`config.mk`:
```
export PLATFORM = sky130hd
export DESIGN_NAME = irq_autovec_ctrl
export DESIGN_NICKNAME = d
export VERILOG_FILES = /design/src/rtl/irq_pkg.sv /design/src/rtl/irq_src_bank.sv /design/src/rtl/irq_prio_enc.sv /design/src/rtl/irq_pulse_gen.sv /design/src/rtl/irq_autovec_ctrl.sv
export SDC_FILE = /design/constraint.sdc
export NUM_CORES = 1
export LEC_CHECK = 0
export BUFFER_PORTS_ARGS = -buffer_cell sky130_fd_sc_hd__clkbuf_2
export CAP_MARGIN = 20
export CORE_AREA = 2 2 55 109
export CTS_CLUSTER_DIAMETER = 150
export CTS_CLUSTER_SIZE = 25
export DETAILED_ROUTE_END_ITERATION = 8
export DIE_AREA = 0 0 57 111
export PLACE_DENSITY = 0.88
export SYNTH_ARGS = -nofsm -noshare
export SYNTH_HDL_FRONTEND = slang
export SYNTH_SLANG_ARGS = --single-unit
```
`constraint.sdc`:
```
create_clock -name clk -period 6.5 [get_ports clk]
set_clock_uncertainty 0.2 [all_clocks]
set_input_delay 1.3 -clock clk [delete_from_list [all_inputs] [get_ports clk]]
set_output_delay 1.3 -clock clk [all_outputs]
set_load 0.1 [all_outputs]
```
`src/rtl/irq_pkg.sv`:
```
package irq_pkg;
  typedef enum logic [1:0] {
    RA_PEND = 2'd0,
    RA_EN   = 2'd1,
    RA_VEC  = 2'd2,
    RA_CTRL = 2'd3
  } reg_addr_e;

  localparam int CTRL_AV_BIT  = 0;
  localparam int CTRL_AGG_BIT = 1;
endpackage

```
`src/rtl/irq_src_bank.sv`:
```
module irq_src_bank #(
  parameter int NSRC = 16
) (
  input  logic            clk,
  input  logic            rst,
  input  logic [NSRC-1:0] set_i,
  input  logic [NSRC-1:0] clr_i,
  output logic [NSRC-1:0] pend_q,
  output logic [NSRC-1:0] pend_nxt
);
  for (genvar i = 0; i < NSRC; i++) begin : g_latch
    always_comb pend_nxt[i] = set_i[i] | (pend_q[i] & ~clr_i[i]);

    always_ff @(posedge clk) begin
      if (rst) pend_q[i] <= 1'b0;
      else     pend_q[i] <= pend_nxt[i];
    end
  end
endmodule

```
`src/rtl/irq_prio_enc.sv`:
```
module irq_prio_enc #(
  parameter int NSRC  = 16,
  parameter int IDX_W = $clog2(NSRC)
) (
  input  logic [NSRC-1:0]  req_i,
  output logic             any_o,
  output logic [IDX_W-1:0] idx_o
);
  always_comb begin
    idx_o = '0;
    for (int i = NSRC - 1; i >= 0; i--) begin
      if (req_i[i]) idx_o = IDX_W'(i);
    end
    any_o = |req_i;
  end
endmodule

```
`src/rtl/irq_pulse_gen.sv`:
```
module irq_pulse_gen #(
  parameter int NSRC = 16
) (
  input  logic            clk,
  input  logic            rst,
  input  logic [NSRC-1:0] g_now,
  input  logic [NSRC-1:0] g_nxt,
  input  logic [NSRC-1:0] clr_i,
  input  logic [NSRC-1:0] set_i,
  input  logic            agg_clr_i,
  output logic            pulse_q,
  output logic            agg_q
);
  logic fresh;
  logic clr_hit;
  logic fire;

  always_comb begin
    fresh   = |(g_nxt & ~g_now);
    clr_hit = |(g_now & clr_i & ~set_i);
    fire    = fresh | (clr_hit & (|g_nxt));
  end

  always_ff @(posedge clk) begin
    if (rst) begin
      pulse_q <= 1'b0;
      agg_q   <= 1'b0;
    end else begin
      pulse_q <= fire;
      if (fire)           agg_q <= 1'b1;
      else if (agg_clr_i) agg_q <= 1'b0;
    end
  end
endmodule

```
`src/rtl/irq_autovec_ctrl.sv`:
```
module irq_autovec_ctrl #(
  parameter int          NSRC    = 16,
  parameter int          FADDR_W = 16,
  parameter int          BYTE_W  = 8,
  parameter logic [15:0] AV_ADDR = 16'h0045
) (
  input  logic               clk,
  input  logic               rst,
  input  logic [NSRC-1:0]    src_evt,
  input  logic               bus_wr,
  input  logic [1:0]         bus_addr,
  input  logic [NSRC-1:0]    bus_wdata,
  output logic [NSRC-1:0]    bus_rdata,
  output logic               cpu_irq,
  output logic               agg_flag,
  input  logic [FADDR_W-1:0] fetch_addr,
  input  logic [BYTE_W-1:0]  mem_data,
  output logic [BYTE_W-1:0]  fetch_data
);
  import irq_pkg::*;

  localparam int IDX_W = $clog2(NSRC);
  localparam int PAD_W = BYTE_W - IDX_W - 2;

  logic [NSRC-1:0]   pend_q;
  logic [NSRC-1:0]   pend_nxt;
  logic [NSRC-1:0]   en_q;
  logic [NSRC-1:0]   en_nxt;
  logic [NSRC-1:0]   clr_mask;
  logic [NSRC-1:0]   g_now;
  logic [NSRC-1:0]   g_nxt;
  logic              av_en_q;
  logic              agg_clr;
  logic              any_nxt;
  logic [IDX_W-1:0]  idx_nxt;
  logic [BYTE_W-1:0] vec_q;
  logic              wr_pend;
  logic              wr_en;
  logic              wr_ctrl;

  always_comb begin
    wr_pend  = bus_wr && (bus_addr == RA_PEND);
    wr_en    = bus_wr && (bus_addr == RA_EN);
    wr_ctrl  = bus_wr && (bus_addr == RA_CTRL);
    clr_mask = wr_pend ? bus_wdata : '0;
    en_nxt   = wr_en ? bus_wdata : en_q;
    agg_clr  = wr_ctrl && !bus_wdata[CTRL_AGG_BIT];
    g_now    = pend_q & en_q;
    g_nxt    = pend_nxt & en_nxt;
  end

  irq_src_bank #(.NSRC(NSRC)) u_bank (
    .clk     (clk),
    .rst     (rst),
    .set_i   (src_evt),
    .clr_i   (clr_mask),
    .pend_q  (pend_q),
    .pend_nxt(pend_nxt)
  );

  irq_prio_enc #(.NSRC(NSRC), .IDX_W(IDX_W)) u_enc (
    .req_i(g_nxt),
    .any_o(any_nxt),
    .idx_o(idx_nxt)
  );

  irq_pulse_gen #(.NSRC(NSRC)) u_pulse (
    .clk      (clk),
    .rst      (rst),
    .g_now    (g_now),
    .g_nxt    (g_nxt),
    .clr_i    (clr_mask),
    .set_i    (src_evt),
    .agg_clr_i(agg_clr),
    .pulse_q  (cpu_irq),
    .agg_q    (agg_flag)
  );

  always_ff @(posedge clk) begin
    if (rst) begin
      en_q    <= '0;
      av_en_q <= 1'b0;
      vec_q   <= '0;
    end else begin
      en_q  <= en_nxt;
      vec_q <= any_nxt ? {PAD_W'(0), idx_nxt, 2'b00} : '0;
      if (wr_ctrl) av_en_q <= bus_wdata[CTRL_AV_BIT];
    end
  end

  always_ff @(posedge clk) begin
    if (rst) begin
      bus_rdata <= '0;
    end else begin
      case (bus_addr)
        RA_PEND: bus_rdata <= pend_q;
        RA_EN:   bus_rdata <= en_q;
        RA_VEC:  bus_rdata <= NSRC'(vec_q);
        default: bus_rdata <= NSRC'({agg_flag, av_en_q});
      endcase
    end
  end

  always_comb begin
    if (av_en_q && (fetch_addr == AV_ADDR[FADDR_W-1:0])) fetch_data = vec_q;
    else                                                 fetch_data = mem_data;
  end
endmodule

```
==> results.sh, run 1 <==
export IMPL_cts_buffer_depth=2
export IMPL_status="completed"
export IMPL_setup_violations=0
export IMPL_cts_resized=0
export IMPL_drv_cap=0
export IMPL_worstPathMaxFanout=8
export IMPL_placementRows=39
export IMPL_grt_pass1_vias=2698
export IMPL_ys_ff_latch=55
export IMPL_crit_path_end_kind="output port"
export IMPL_synthTopCellsByCount="70 x nor2_1, 55 x dfxtp_1, 31 x mux2i_1"
export IMPL_maxSlewViolCount=0
export IMPL_yosys_warnings=0
export IMPL_ir_drop_uv=194
export IMPL_yosysUniqueCellTypes=52
export IMPL_worstPathRequired_ps=5000
export IMPL_worstPathArrival_ps=3210
export IMPL_fin_crit_sh=0.725
export IMPL_clockRootBuffer="clkbuf_16"
export IMPL_die_area_um2=6330
export IMPL_powerDensity_nw_per_um2=240
export IMPL_hold_path_class="flip-flop to flip-flop"
export IMPL_critPathKind="input port to output port"
export IMPL_grt_usage=0.241
export IMPL_clock_latency_ps=290
export IMPL_tightest_slew_ps=1110
export IMPL_cts_buffers=5
export IMPL_cts_hold_buffers_added=0
export IMPL_overflow=0
export IMPL_vias=2858
export IMPL_timing_slew_headroom=0.261
export IMPL_syn_inst=320
export IMPL_dr_first_iter_drc_count=118
export IMPL_synth_flop_cell="dfxtp_1"
export IMPL_io_pins=87
export IMPL_yosys_top_cells_area="dfxtp_1 38%, mux2i_1 11%, nor2_1 9.0%"
export IMPL_dp_final_hpwl_um=5580
export IMPL_dr_pass1_iters=5
export IMPL_path_clk_slew_ps=70
export IMPL_final_min_clock_period_ps=4710
export IMPL_synth_edf_count=0
export IMPL_drive_above_1_share=0.306
export IMPL_start_util=0.526
export IMPL_core_um2=5560
export IMPL_async_reset_ff_frac=0
export IMPL_areaGrowthSynthToFinish_pct=20.0
export IMPL_tns_ps=0
export IMPL_drc=0
export IMPL_synth_seq_area_share=0.376
export IMPL_hold_viol=0
export IMPL_yosysMostFrequentCell="nor2_1"
export IMPL_yosysTopAreaCellShare=0.376
export IMPL_die_x_um=57
export IMPL_syn_area_per_cell_um2=9.15
export IMPL_postRouteAntennaNets=0
export IMPL_cts_setup_buffers=0
export IMPL_rsz0062_at_grt="no"
export IMPL_die_h_um=111
export IMPL_tritoncts="yes"
export IMPL_htreeDepth=2
export IMPL_cp_start_kind="input port"
export IMPL_max_freq_mhz=212
export IMPL_drt_total_wl_um=7630
export IMPL_wl_per_cell_um=16.5
export IMPL_cts_sinks=55
export IMPL_fin_nets=462
export IMPL_gp_congestion=0.867
export IMPL_grt_max_degree=44
export IMPL_synth_fp_nets=381
export IMPL_synth_cell_area_um2=2930
export IMPL_yosysTopAreaCell="dfxtp_1"
export IMPL_io_buffers=86
export IMPL_diodes=0
export IMPL_antenna_found_initial=0
export IMPL_grt_pass1_wl_um=12200
export IMPL_vias_per_cell=6.17
export IMPL_hold_ws_ps=320
export IMPL_p_leak_nw=1.55
[cells in the final DEF (no fill, tap or decap), types with 5 or more instances in the layout]
| master | count |
|---|---|
| nand2b_1 | 13 |
| clkbuf_2 | 86 |
| mux2_2 | 7 |
| nand2_1 | 14 |
| a21oi_1 | 8 |
| clkbuf_16 | 5 |
| mux2i_1 | 31 |
| nor2b_1 | 7 |
| nand4b_1 | 15 |
| o22ai_2 | 8 |
| nor2_1 | 70 |
| dfxtp_1 | 55 |
| nor3_1 | 9 |
| o22ai_1 | 7 |
[worst max-delay path, cell delays in order]
cell and delay, ps:
clkbuf_2 80, nor4b_1 280, nand3_1 130, nor4b_2 640, mux2_2 410, clkbuf_2 370
[layer usage]
layer	global-route usage	routed length [um]	up-vias
met5	0	0	-
met3	0.0338	619	29
li1	-	-	1342
met1	0.280	2820	1316
met2	0.429	3900	171
met4	0.0992	286	0
[sequential cells by signal (all words and copies together) (netlist names)]
name             cells
av_en_q              1
vec_q                4
u_pulse.agg_q        1
en_q                16
u_pulse.pulse_q      1
u_bank.pend_q       16
bus_rdata           16
[cell type report]
class                           count  area, um^2
Tap cell                           61        76.3
Sequential cell                    55        1100
Inverter                            1        3.75
Clock inverter                      1        8.76
Timing Repair Buffer               87         438
Fill cell                         495        2050
Multi-Input combinational cell    251        1740
Clock buffer                        7         143
[cells by family (layout without fill, tap and decap cells)]
logic type             count (synthesis)  after routing  synth area share
and+or+nand+nor                      157            157             0.294
AOI/OAI and AO/OA                     56             56             0.168
DFF                                   55             55             0.376
muxes                                 38             38             0.133
buffers and inverters                 14             96            0.0291
[power by group]
part           total, W  leakage (nW)  internal (W)  switching [W]
logic          0.000196          1.03     0.0000650       0.000131
clock network  0.000274        0.0741      0.000154       0.000120
registers      0.000373         0.452      0.000357      0.0000169
[worst paths after layout]
check | cells past startpoint | slack [ps] | start | end
setup / recovery | 6 | 1790 | fetch_addr[5] | fetch_data[2]
hold / removal | 2 | 320 | en_q[5]$_SDFF_PP0_ | bus_rdata[5]$_SDFF_PP0_
setup reg to reg | 5 | 4490 | en_q[11]$_SDFF_PP0_ | u_pulse.agg_q$_SDFFE_PP0P_
hold reg to reg | 2 | 320 | en_q[5]$_SDFF_PP0_ | bus_rdata[5]$_SDFF_PP0_
[per-stage QoR]
stage / power, W / cell area (um^2) / util / setup slack (ps) / std cells
3_5_place_dp: 0.000574 / 3360 / 0.604 / 1750 / 455
2_1_floorplan: 0.000523 / 2930 / - / 2050 / 320
6_report: 0.000843 / 3510 / 0.631 / 1790 / 463
3_3_place_gp: 0.000571 / 3360 / 0.604 / 1790 / 455
4_1_cts: 0.000845 / 3510 / 0.631 / 1750 / 463
5_1_grt: 0.000869 / 3510 / 0.631 / 1550 / 463
Note: power is estimated with default switching activity, not from simulation.
==> run 2, diff against run 1 <==
CORE_AREA = 2 2 57 112   (was 2 2 55 109)
DIE_AREA = 0 0 59 114   (was 0 0 57 111)
PLACE_DENSITY = 0.83   (was 0.88)
clock period = 4.7 ns   (was 6.5 ns; I/O delays follow)
==> results.sh, run 2 (synthesized netlist as in run 1, its figures left out) <==
export IMPL_critPathKind="input port to output port"
export IMPL_start_util=0.496
export IMPL_worstPathArrival_ps=2620
export IMPL_r2r_slack_ps=2640
export IMPL_min_to="bus_rdata[5]$_SDFF_PP0_"
export IMPL_grt_max_degree=44
export IMPL_maxSlewViolCount=0
export IMPL_setup_violations=0
export IMPL_min_from="en_q[5]$_SDFF_PP0_"
export IMPL_p_leak_nw=1.57
export IMPL_io_buffers=86
export IMPL_vias_per_cell=5.95
export IMPL_final_min_clock_period_ps=3760
export IMPL_clock_latency_ps=290
export IMPL_fin_crit_sh=0.799
export IMPL_drc=0
export IMPL_cp_start_kind="input port"
export IMPL_grt_pass1_vias=2624
export IMPL_overflow=0
export IMPL_layout_commonest_cell="clkbuf_2"
export IMPL_r2r_start="en_q[15]$_SDFF_PP0_"
export IMPL_powerDensity_nw_per_um2=338
export IMPL_tightest_slew_ps=885
export IMPL_htreeDepth=2
export IMPL_grt_usage=0.230
export IMPL_wl_per_cell_um=16.3
export IMPL_tns_ps=0
export IMPL_ir_drop_uv=325
export IMPL_clockRootBuffer="clkbuf_16"
export IMPL_drt_total_wl_um=7620
export IMPL_fin_nets=466
export IMPL_timing_slew_headroom=0.410
export IMPL_hold_path_class="flip-flop to flip-flop"
export IMPL_hold_depth=2
export IMPL_critPathLaunch="fetch_addr[5]"
export IMPL_cts_sinks=55
export IMPL_cts_resized=0
export IMPL_rsz0062_at_grt="no"
export IMPL_cts_setup_buffers=0
export IMPL_diodes=0
export IMPL_status="completed"
export IMPL_worstPathMaxFanout=8
export IMPL_core_um2=5910
export IMPL_drv_cap=0
export IMPL_timing_rr_end="vec_q[3]$_SDFF_PP0_"
export IMPL_cts_buffers=5
export IMPL_layout_common_cells="86 x clkbuf_2, 70 x nor2_1, 55 x dfxtp_1, 31 x mux2i_1, 15 x nand4b_1"
export IMPL_final_cells=468
export IMPL_dr_first_iter_drc_count=175
export IMPL_path_clk_slew_ps=70
export IMPL_crit_path_end_kind="output port"
export IMPL_hold_ws_ps=335
export IMPL_stdcell_area_um2=3550
export IMPL_die_x_um=59
export IMPL_postRouteAntennaNets=0
export IMPL_hold_viol=0
export IMPL_worstPathRequired_ps=3560
export IMPL_cts_hold_buffers_added=0
export IMPL_dr_pass1_iters=4
export IMPL_die_area_um2=6730
export IMPL_grt_pass1_wl_um=12000
export IMPL_drive_above_1_share=0.311
export IMPL_max_freq_mhz=266
export IMPL_dp_final_hpwl_um=5660
export IMPL_io_pins=87
export IMPL_tritoncts="yes"
export IMPL_nFillCells=521
export IMPL_areaGrowthSynthToFinish_pct=21.3
export IMPL_dp_cells=461
export IMPL_cts_buffer_depth=2
export IMPL_gp_congestion=0.847
export IMPL_placed_cell_area_um2=3390
export IMPL_r2r_cells=5
export IMPL_antenna_found_initial=0
export IMPL_top_regs="bus_rdata x16, en_q x16, u_bank.pend_q x16"
export IMPL_placementRows=40
export IMPL_vias=2784
export IMPL_die_h_um=114
run 2: changes by cell type in the layout (fill, tap and decap cells not counted), sizes merged:
cell | before | now
bufinv | 0 | 1
clkinv | 1 | 0
buf | 1 | 5
clkbuf | 93 | 92
run 2: critical path: stages:
cell and delay (ps):
clkbuf_2 90, nor4b_1 330, nand3_1 140, nor4b_2 220, buf_4 190, mux2_2 330
clkbuf_2 370
run 2: power by group:
part           leakage, nW  switching, W  total, W  internal, W
logic                 1.05      0.000182  0.000273    0.0000911
registers            0.452     0.0000231  0.000516     0.000493
clock network       0.0769      0.000161  0.000409     0.000249
run 2: layer usage:
| layer | track usage | part of all wire |
|---|---|---|
| met4 | 0.0955 | 0.019 |
| met5 | 0 | 0 |
| met2 | 0.401 | 0.52 |
| met3 | 0.0272 | 0.066 |
| met1 | 0.276 | 0.40 |
run 2: final cells by class:
| type | instances | area (um^2) | area share |
|---|---|---|---|
| Clock buffer | 6 | 129 | 0.0363 |
| Clock inverter | 1 | 30.0 | 0.00846 |
| Inverter | 1 | 3.75 | 0.00106 |
| Multi-Input combinational cell | 251 | 1740 | 0.490 |
| Sequential cell | 55 | 1100 | 0.310 |
| Tap cell | 63 | 78.8 | 0.0222 |
| Timing Repair Buffer | 91 | 468 | 0.132 |
run 2: through the flow:
step,total power (W),setup slack [ps],utilization
4_1_cts,0.00120,929,0.601
6_report,0.00120,943,0.601
5_1_grt,0.00124,819,0.601
3_3_place_gp,0.000792,1030,0.574
3_5_place_dp,0.000796,937,0.574
2_1_floorplan,0.000724,972,-
run 2: worst max-delay path by stage:
stage	to	slack, ps	depth (start not counted)
2_1_floorplan	fetch_data[0]	970	4
3_3_place_gp	fetch_data[4]	1030	7
3_5_place_dp	fetch_data[2]	940	7
4_1_cts	fetch_data[2]	930	7
5_1_grt	fetch_data[3]	820	7
6_report	fetch_data[2]	940	7
